[src/rtl/dbg_pkg.sv]
package dbg_pkg;
  localparam int unsigned REG_W   = 32;
  localparam int unsigned SEL_W   = 10;
  localparam int unsigned A_CTRL  = 'h10;
  localparam int unsigned A_STAT  = 'h11;
  localparam int unsigned A_SUM   = 'h40;
  localparam int unsigned B_EN    = 0;
  localparam int unsigned B_SRST  = 1;
  localparam int unsigned B_SEL   = 16;
  localparam int unsigned B_RES   = 30;
  localparam int unsigned B_HALT  = 31;

  typedef struct packed {
    logic             halt;
    logic [SEL_W-1:0] sel;
    logic             srst;
    logic             en;
  } ctrl_t;
endpackage

[src/rtl/dbg_ctrl_regs.sv]
module dbg_ctrl_regs
  import dbg_pkg::*;
#(
  parameter int unsigned ADDR_W = 7
) (
  input  logic              clk,
  input  logic              rst,
  input  logic              bus_req,
  input  logic              bus_we,
  input  logic [ADDR_W-1:0] bus_addr,
  input  logic [REG_W-1:0]  bus_wdata,
  output ctrl_t             ctrl_q,
  output logic              res_wr,
  output logic [SEL_W-1:0]  res_sel
);
  logic wr_ctrl;

  assign wr_ctrl = bus_req && bus_we && (bus_addr == ADDR_W'(A_CTRL));

  // resume strobe only when already enabled and halt not requested together
  assign res_wr  = wr_ctrl && ctrl_q.en && bus_wdata[B_EN]
                   && bus_wdata[B_RES] && !bus_wdata[B_HALT];
  assign res_sel = bus_wdata[B_SEL +: SEL_W];

  always_ff @(posedge clk) begin
    if (rst) begin
      ctrl_q <= '0;
    end else if (wr_ctrl) begin
      if (bus_wdata[B_EN]) begin
        ctrl_q.en   <= 1'b1;
        ctrl_q.srst <= bus_wdata[B_SRST];
        ctrl_q.sel  <= bus_wdata[B_SEL +: SEL_W];
        ctrl_q.halt <= bus_wdata[B_HALT];
      end else begin
        ctrl_q <= '0;
      end
    end
  end
endmodule

[src/rtl/dbg_hart_lane.sv]
module dbg_hart_lane
  import dbg_pkg::*;
#(
  parameter int unsigned IDX = 0
) (
  input  logic             clk,
  input  logic             rst,
  input  logic             en,
  input  logic [SEL_W-1:0] sel,
  input  logic             halt_bit,
  input  logic             res_wr,
  input  logic [SEL_W-1:0] res_sel,
  input  logic             running,
  output logic             halt_o,
  output logic             resume_o,
  output logic             ack_o
);
  localparam logic [SEL_W-1:0] MY_IDX = SEL_W'(IDX);

  always_ff @(posedge clk) begin
    if (rst || !en) begin
      halt_o   <= 1'b0;
      resume_o <= 1'b0;
      ack_o    <= 1'b0;
    end else begin
      halt_o <= halt_bit && (sel == MY_IDX);
      if (res_wr && (res_sel == MY_IDX)) begin
        if (running) begin
          ack_o    <= 1'b1;
          resume_o <= 1'b0;
        end else begin
          ack_o    <= 1'b0;
          resume_o <= 1'b1;
        end
      end else if (resume_o && running) begin
        resume_o <= 1'b0;
        ack_o    <= 1'b1;
      end
    end
  end
endmodule

[src/rtl/dbg_status_view.sv]
module dbg_status_view
  import dbg_pkg::*;
#(
  parameter int unsigned NUM_HARTS = 40,
  parameter int unsigned ADDR_W    = 7
) (
  input  logic                 clk,
  input  logic                 rst,
  input  logic                 bus_req,
  input  logic                 bus_we,
  input  logic [ADDR_W-1:0]    bus_addr,
  input  ctrl_t                ctrl_q,
  input  logic [NUM_HARTS-1:0] halted_i,
  input  logic [NUM_HARTS-1:0] ack_i,
  output logic [REG_W-1:0]     bus_rdata,
  output logic                 bus_rvalid
);
  localparam int unsigned GROUPS = (NUM_HARTS + REG_W - 1) / REG_W;
  localparam int unsigned PAD_W  = GROUPS * REG_W;

  logic [NUM_HARTS-1:0] halted_q;
  logic [PAD_W-1:0]     sum_pad;
  logic                 sel_ok, sel_halted, sel_ack;
  logic [REG_W-1:0]     rd_next;
  logic [ADDR_W-1:0]    grp_off;

  always_ff @(posedge clk) begin
    if (rst || !ctrl_q.en) halted_q <= '0;
    else                   halted_q <= halted_i;
  end

  assign sum_pad = PAD_W'(halted_q);
  assign sel_ok  = (32'(ctrl_q.sel) < NUM_HARTS);
  assign grp_off = bus_addr - ADDR_W'(A_SUM);

  always_comb begin
    sel_halted = 1'b0;
    sel_ack    = 1'b0;
    for (int h = 0; h < NUM_HARTS; h++) begin
      if (ctrl_q.sel == SEL_W'(h)) begin
        sel_halted = halted_q[h];
        sel_ack    = ack_i[h];
      end
    end
  end

  always_comb begin
    rd_next = '0;
    if (bus_addr == ADDR_W'(A_CTRL)) begin
      rd_next[B_EN]            = ctrl_q.en;
      rd_next[B_SRST]          = ctrl_q.srst;
      rd_next[B_SEL +: SEL_W]  = ctrl_q.sel;
      rd_next[B_HALT]          = ctrl_q.halt;
    end else if (bus_addr == ADDR_W'(A_STAT)) begin
      rd_next[0] = sel_ok && sel_halted;
      rd_next[1] = sel_ok && sel_ack;
      rd_next[2] = !sel_ok;
    end else if (bus_addr >= ADDR_W'(A_SUM) && 32'(grp_off) < GROUPS) begin
      for (int g = 0; g < GROUPS; g++) begin
        if (grp_off == ADDR_W'(g)) rd_next = sum_pad[g*REG_W +: REG_W];
      end
    end
  end

  always_ff @(posedge clk) begin
    if (rst) begin
      bus_rdata  <= '0;
      bus_rvalid <= 1'b0;
    end else begin
      bus_rvalid <= bus_req && !bus_we;
      if (bus_req && !bus_we) bus_rdata <= rd_next;
    end
  end
endmodule

[src/rtl/dbg_hart_ctl.sv]
module dbg_hart_ctl
  import dbg_pkg::*;
#(
  parameter int unsigned NUM_HARTS = 40,
  parameter int unsigned ADDR_W    = 7
) (
  input  logic                 clk,
  input  logic                 rst,
  input  logic                 bus_req,
  input  logic                 bus_we,
  input  logic [ADDR_W-1:0]    bus_addr,
  input  logic [31:0]          bus_wdata,
  output logic [31:0]          bus_rdata,
  output logic                 bus_rvalid,
  input  logic [NUM_HARTS-1:0] hart_halted_i,
  input  logic [NUM_HARTS-1:0] hart_running_i,
  output logic [NUM_HARTS-1:0] halt_req_o,
  output logic [NUM_HARTS-1:0] resume_req_o,
  output logic                 sys_reset_o,
  output logic                 dm_active_o
);
  ctrl_t                ctrl_q;
  logic                 res_wr;
  logic [SEL_W-1:0]     res_sel;
  logic [NUM_HARTS-1:0] ack;

  dbg_ctrl_regs #(.ADDR_W(ADDR_W)) u_ctrl (
    .clk(clk), .rst(rst), .bus_req(bus_req), .bus_we(bus_we),
    .bus_addr(bus_addr), .bus_wdata(bus_wdata),
    .ctrl_q(ctrl_q), .res_wr(res_wr), .res_sel(res_sel)
  );

  for (genvar h = 0; h < NUM_HARTS; h++) begin : g_lane
    dbg_hart_lane #(.IDX(h)) u_lane (
      .clk(clk), .rst(rst), .en(ctrl_q.en), .sel(ctrl_q.sel),
      .halt_bit(ctrl_q.halt), .res_wr(res_wr), .res_sel(res_sel),
      .running(hart_running_i[h]),
      .halt_o(halt_req_o[h]), .resume_o(resume_req_o[h]), .ack_o(ack[h])
    );
  end

  dbg_status_view #(.NUM_HARTS(NUM_HARTS), .ADDR_W(ADDR_W)) u_view (
    .clk(clk), .rst(rst), .bus_req(bus_req), .bus_we(bus_we),
    .bus_addr(bus_addr), .ctrl_q(ctrl_q), .halted_i(hart_halted_i),
    .ack_i(ack), .bus_rdata(bus_rdata), .bus_rvalid(bus_rvalid)
  );

  assign sys_reset_o = ctrl_q.srst;
  assign dm_active_o = ctrl_q.en;
endmodule

[config.mk]
export PLATFORM = sky130hd
export DESIGN_NAME = dbg_hart_ctl
export DESIGN_NICKNAME = d
export VERILOG_FILES = /design/src/rtl/dbg_pkg.sv /design/src/rtl/dbg_ctrl_regs.sv /design/src/rtl/dbg_hart_lane.sv /design/src/rtl/dbg_status_view.sv /design/src/rtl/dbg_hart_ctl.sv
export SDC_FILE = /design/constraint.sdc
export NUM_CORES = 1
export LEC_CHECK = 0
export ABC_AREA = 1
export CELL_PAD_IN_SITES_DETAIL_PLACEMENT = 0
export CELL_PAD_IN_SITES_GLOBAL_PLACEMENT = 1
export CORE_ASPECT_RATIO = 1.25
export CORE_MARGIN = 4
export CORE_UTILIZATION = 32
export CTS_BUF_LIST = sky130_fd_sc_hd__clkbuf_16
export DETAILED_ROUTE_END_ITERATION = 10
export HOLD_SLACK_MARGIN = 0.1
export PLACE_DENSITY_LB_ADDON = 0.1
export SLEW_MARGIN = 10
export SYNTH_ARGS = -nofsm -noshare
export SYNTH_HDL_FRONTEND = slang
export SYNTH_SLANG_ARGS = --single-unit
export TNS_END_PERCENT = 50
[constraint.sdc]
create_clock -name clk -period 5.7 [get_ports clk]
set_clock_uncertainty 0.2 [all_clocks]
set_input_delay 0.57 -clock clk [delete_from_list [all_inputs] [get_ports clk]]
set_output_delay 0.57 -clock clk [all_outputs]
set_load 0.05 [all_outputs]
==> run metrics, run 1 <==
Tightest Pin Transition=a little over 900 ps; number of flops mapped to enable cells by yosys=0; CP required=approximately 6000 ps; area delta synth->final=30.7%; setup violators final=0; # IOs=238; CP top delay family=simple AND/OR/NAND/NOR gates; setup TNS=0 ps; share of cells above drive strength 1=0.0500; total design power=between 0.003 and 0.004 W; row count=67; PortBufs=219; Setup CP Type=input port to register; clk_lat worst skew=slightly above 500 ps; Max FO, Critical Path=17; H-tree depth=1; Synth area leaders=dfxtp_1 (47%), nor2_1 (8.5%), nand2_1 (7.9%), inv_1 (7.1%), buf_4 (6.8%); Post-synth top cells=dfxtp_1 (206), nor2_1 (199), nand2_1 (186); post-synth top area share=0.469; Power Density=roughly 270 nW/um^2; Routed WL=roughly 30 mm; Hold Path End=g_lane[6].u_lane.ack_o$_SDFFE_PP0P_; f_max=~260 MHz; area leader, netlist=dfxtp_1; vias after detailed routing=7887; Synth Register Bits=206; first-pass GRT wire length=45.5 mm; fill count=2841; most frequent cell after synthesis=dfxtp_1; CP cell instances=clkdlybuf4s50_1 -> inv_1 -> nor3_1 -> nand2_1 -> nor3_1 -> buf_4 -> nand2_1 -> inv_2 -> nand4_2 -> nor3_1 -> inv_2 -> nor3_1 -> a21oi_1 -> a221oi_1; Netlist Area Pre-Place=8800 um^2; postcts setup bufs=0; WP data arrival=between 3000 and 4000 ps; CORE AREA=approximately 27000 um^2; DRT iter0 DRCs=360; Synth Area in Compound Gates=0.103; Async SR Flop Fraction=0; unrepaired setup endpoints after global routing=no; Die W=roughly 160 um; status=finished, final reports clean; Setup crit start=bus_addr[4]; final hold vios=0; Die H=between 150 and 200 um; Synth Area in Simple Gates=0.265; max_slew headroom=0.390; fin. max-slew vios=0; Resized Gates After CTS=0; synth unique cells=32; dpl hpwl=about 24 mm; worst path buffer plus inverter count=5; CTS clk-pin slew, worst paths=approximately 60 ps; cts hold-fix bufs=0; LEAKAGE=between 4 and 5 nW; initial core utilization=0.326; Post-Synth Adder-Cell Area=0; vias per inst=approximately 4.6; sequential share of the synthesized area=0.469; vias in the first global route=around 7.7k; main combinational cell family by area after synthesis=simple AND/OR/NAND/NOR gates; Post-synth top flop=dfxtp_1; Avg WL per Cell=17.7 um; Reg2Reg Depth=29; slowest stage cell on the critical path=clkdlybuf4s50_1; 1st-pass router iterations=6; Ys Warns=0; r2r startpoint=u_ctrl.ctrl_q[8]$_SDFFE_PP0P_; fin nets=roughly 1.5k; total gr overflow=0; min Tclk post-route=roughly 3800 ps; CP Capture Type=register; Avg Inst Size Synth=7.27 um^2; Period Utilization, post-route=0.666; syn nets=roughly 1.3k; hold path depth=2; crit-path most repeated cell=nor3_1; DRC violations left=0; largest net degree at the start of global routing=between 60 and 70; Hold WC Path Type=register to register; ANT cells=0; XOR/XNOR Fraction of Synth Area=0; CTS Buf Count=23; CTS Root Cell=clkbuf_16; hold slack=263 ps; worst r2r dst=u_view.bus_rdata[1]$_SDFFE_PP0P_; R2R Setup Slk=slightly below 2000 ps; post-synthesis mux area share=0; RePlAce Congestion=around 0.88; register area=4120 um^2; multi-input logic area=between 3000 and 4000 um^2; Worst Min Path Start=g_lane[6].u_lane.ack_o$_SDFFE_PP0P_; GRT Total Usage=0.194; ANT nets after route=0; max cap viols=0; initial antenna violation count=0; CTS Sinks=206; peak supply drop=0.138 mV; CP Launch Type=input port; Cells after Synth=between 1k and 1.5k; clock tree buffer depth=3; Slowest Stage Delay on Critical Path=between 400 and 500 ps; die footprint=around 30000 um^2; CTS tree=yes
==> worst max-delay path by stage <==
stage                                           endpoint  depth (start not counted)
CTS                     u_view.bus_rdata[1]$_SDFFE_PP0P_                         29
floorplan           g_lane[37].u_lane.ack_o$_SDFFE_PP0P_                         15
finish              g_lane[28].u_lane.ack_o$_SDFFE_PP0P_                         14
global placement    g_lane[28].u_lane.ack_o$_SDFFE_PP0P_                         14
detailed placement  g_lane[28].u_lane.ack_o$_SDFFE_PP0P_                         14
global route            u_view.bus_rdata[1]$_SDFFE_PP0P_                         29
==> kinds of logic (layout without fill, tap and decap cells) <==
group | count (synthesis) | count (layout)
DFF | 206 | 206
AOI/OAI and AO/OA | 153 | 153
and+or+nand+nor | 550 | 550
buffers and inverters | 301 | 450
==> routing by layer <==
| layer | vias up | part of all wire | track usage |
|---|---|---|---|
| li1 | 4061 | - | - |
| met1 | 3574 | 0.43 | 0.245 |
| met2 | 216 | 0.49 | 0.337 |
| met3 | 36 | 0.061 | 0.0360 |
| met4 | 0 | 0.023 | 0.0498 |
| met5 | - | 0 | 0 |
==> sequential cells by signal, summed over array words and instances (netlist names) <==
signal	flops
u_view.halted_q	40
g_lane.u_lane.ack_o	40
u_view.bus_rvalid	1
g_lane.u_lane.halt_o	40
u_ctrl.ctrl_q	13
g_lane.u_lane.resume_o	40
u_view.bus_rdata	32
==> stage by stage <==
stage | utilization | cells | instance area (um^2) | setup slack (ps)
after floorplan | - | 1210 | 8800 | 2890
after global placement | 0.398 | 1663 | 10700 | 1450
after detailed placement | 0.398 | 1663 | 10700 | 1420
after CTS | 0.426 | 1704 | 11500 | 1900
after global routing | 0.426 | 1704 | 11500 | 1460
final | 0.426 | 1704 | 11500 | 1910
==> report_power, final <==
part           switching [W]  internal (W)
clock network       0.000595      0.000913
logic              0.0000803     0.0000827
registers         0.00000321       0.00144
total               0.000678       0.00244
==> tightest hold or removal path: stages (launching register included) <==
cell and delay [ps]:
dfxtp_1 310, nand2_1 60, a21oi_1 50
==> placed cells by master, fill, tap and decap left out, types with 6 or more instances in the layout <==
master / netlist / routed
inv_1: 166 / 167
o32ai_1: 6 / 6
a211oi_1: 11 / 11
inv_2: 13 / 13
nor3_1: 97 / 97
clkinv_2: 0 / 6
nor2_1: 199 / 198
nand4_1: 18 / 18
a21oi_1: 76 / 76
nand2_1: 186 / 186
clkdlybuf4s50_1: 0 / 219
nand3_1: 35 / 35
o21ai_0: 28 / 28
buf_4: 80 / 7
clkbuf_16: 0 / 23
dfxtp_1: 206 / 206
o211ai_1: 16 / 16
clkinv_1: 3 / 9
==> final cells by class <==
| class | instances | area share |
|---|---|---|
| well taps | 345 | 0.0375 |
| inverters | 182 | 0.0595 |
| clock inverters | 18 | 0.0160 |
| clock buffers | 23 | 0.0500 |
| flip-flops and latches | 206 | 0.359 |
| repair buffers | 227 | 0.197 |
| multi-input cells | 703 | 0.282 |
Note: power is estimated with default switching activity, not from simulation.
==> run 2, diff against run 1 <==
CORE_UTILIZATION = 31   (was 32)
clock period = 3.2 ns   (was 5.7 ns; I/O delays follow)
==> run 2 against run 1 <==
Against the previous run:
- final cell count is 4.3% higher
- die area is 3.1% higher
- setup slack worse by 1900 ps
- cell area is 4.3% higher
- sequential cell count stayed put
- core utilization is 0.52 points higher
- clock power is 68% higher
- sequential share of layout area is 1.4 points lower
- sequential power is 78% higher
- non-clock buffer count is 69 higher
==> run metrics, run 2 (same netlist as run 1, synthesis figures left out) <==
ANT nets after route=0; largest net degree at the start of global routing=41; PortBufs=approximately 220; Avg WL per Cell=between 15 and 20 um; f_max=roughly 320 MHz; # IOs=between 200 and 250; CTS clk-pin slew, worst paths=60 ps; CTS Root Cell=clkbuf_16; total design power=0.00541 W; setup violators final=0; max cap viols=0; fill count=2950; first-pass GRT wire length=47.2 mm; Tightest Pin Transition=slightly below 600 ps; share of cells above drive strength 1=0.104; CTS tree=yes; DRT iter0 DRCs=between 300 and 400; crit path capture=u_view.bus_rdata[0]$_SDFFE_PP0P_; Clock power frac=0.469; row count=a little under 70; 1st-pass router iterations=5; Hold WC Path Type=input port to register; GRT Total Usage=0.194; switching component of the power=around 0.0012 W; CTS Buf Count=23; ANT cells=0; vias after detailed routing=8240; initial core utilization=0.316; Logic pwr share=0.054; status=finished, final reports clean; worst r2r dst=u_view.bus_rdata[0]$_SDFFE_PP0P_; Power Density=451 nW/um^2; clock tree buffer depth=3; vias per inst=~4.6; total gr overflow=0; Setup CP Type=register to register; design area=~12000 um^2; setup TNS=0 ps; clk_lat worst skew=520 ps; vias in the first global route=about 8k; CORE AREA=between 20000 and 30000 um^2; register area=between 4000 and 5000 um^2; fin nets=roughly 1.5k; Routed WL=31.3 mm; Reg2Reg Depth=28; die footprint=between 30000 and 40000 um^2; multi-input logic area=approximately 3200 um^2; Slowest Stage Delay on Critical Path=roughly 330 ps; r2r startpoint=u_ctrl.ctrl_q[7]$_SDFFE_PP0P_; Max FO, Critical Path=8; Die W=between 150 and 200 um; postcts setup bufs=0; LEAKAGE=4.61 nW; Period Utilization, post-route=0.990; crit-path most repeated cell=nand4_1; commonest non-fill, non-tap cell in the layout=clkdlybuf4s50_1; CP required=3370 ps; fin. max-slew vios=0; Post-DP Area=~11000 um^2; Pint=between 0.004 and 0.005 W; RePlAce Congestion=around 0.88; max_slew headroom=0.607; Flop pwr share=0.477; dpl hpwl=approximately 25 mm; Sw Share=0.226; area delta synth->final=36.4%; hold slack=approximately 120 ps; peak supply drop=around 0.29 mV; WP data arrival=~3300 ps; highest-count cells in the layout ignoring fill and taps=clkdlybuf4s50_1 (219), dfxtp_1 (198), nor2_1 (196); CTS Sinks=roughly 200; H-tree depth=1; Die H=196 um; CP Capture Type=register; final hold vios=0; unrepaired setup endpoints after global routing=yes; R2R Setup Slk=approximately 32 ps; Setup crit start=u_ctrl.ctrl_q[7]$_SDFFE_PP0P_; CP Launch Type=register; DRC violations left=0; min Tclk post-route=3170 ps; slowest stage cell on the critical path=dfxtp_2; initial antenna violation count=0
## run 2: changes by cell type in the layout (fill, tap and decap cells not counted), sizes merged
cell	change
clkinv	-2
bufinv	-2
inv	+1
clkinvlp	+2
buf	+69
## run 2: worst max-delay path, delay by kind of cell, from the launching register on
| kind | cells | cell delay, ps |
|---|---|---|
| flip-flops | 1 | 330 |
| buffers and inverters | 2 | 200 |
| AO/OA/AOI/OAI | 1 | 50 |
| AND/OR/NAND/NOR | 25 | 2240 |
## run 2: final cells by class
class,count,area share
Inverter,182,0.0570
Timing Repair Buffer,296,0.232
Multi-Input combinational cell,703,0.271
Clock inverter,17,0.0114
Tap cell,350,0.0365
Sequential cell,206,0.344
Clock buffer,23,0.0480
## run 2: how the worst min path moves through the flow
| stage | start | to | slack, ps | cells past startpoint |
|---|---|---|---|---|
| floorplan | hart_running_i[0] | g_lane[0].u_lane.resume_o$_SDFFE_PP0P_ | 200 | 1 |
| global placement | u_view.bus_rdata[26]$_SDFFE_PP0P_ | u_view.bus_rdata[26]$_SDFFE_PP0P_ | 250 | 2 |
| detailed placement | u_view.bus_rdata[14]$_SDFFE_PP0P_ | u_view.bus_rdata[14]$_SDFFE_PP0P_ | 260 | 2 |
| CTS | hart_halted_i[13] | u_view.halted_q[13]$_SDFF_PP0_ | 100 | 3 |
| global route | hart_halted_i[30] | u_view.halted_q[30]$_SDFF_PP0_ | 120 | 3 |
| finish | hart_halted_i[30] | u_view.halted_q[30]$_SDFF_PP0_ | 120 | 3 |
## run 2: metal layers
layer	GRT usage	routed length [um]	vias up
met4	0.0534	743	0
met5	0	0	-
met3	0.0418	1880	46
met2	0.349	15600	227
met1	0.235	13100	3772
li1	-	-	4195
## run 2: repair_timing
action                                  in CTS  in global routing
hold endpoints to repair                     0                  0
endpoints found under the setup margin       1                  2
gates resized for setup                      4                  7
hold buffers                                 0                  0
## run 2: power by group through the flow
| stage | Sequential, W | Clock, W | Combinational [W] |
|---|---|---|---|
| final | 0.00258 | 0.00254 | 0.000292 |
| after global routing | 0.00258 | 0.00274 | 0.000314 |
| after CTS | 0.00258 | 0.00262 | 0.000293 |
| after detailed placement | 0.00264 | 0 | 0.000292 |
| after global placement | 0.00264 | 0 | 0.000292 |
| after floorplan | 0.00266 | 0 | 0.0000709 |
## run 2: stage by stage
stage / util / setup WS (ps) / cells
global placement: 0.405 / -24.4 / 1737
detailed placement: 0.405 / -22.1 / 1737
finish: 0.431 / 31.7 / 1777
global route: 0.431 / -290 / 1777
CTS: 0.431 / -6.56 / 1777
floorplan: - / 592 / 1210
==> run 3, diff against run 2 <==
GPL_ROUTABILITY_DRIVEN = 1   (was unset)
==> results of run 3 <==
Same layout as run 2: the final DEF is identical, and so are final timing and power.
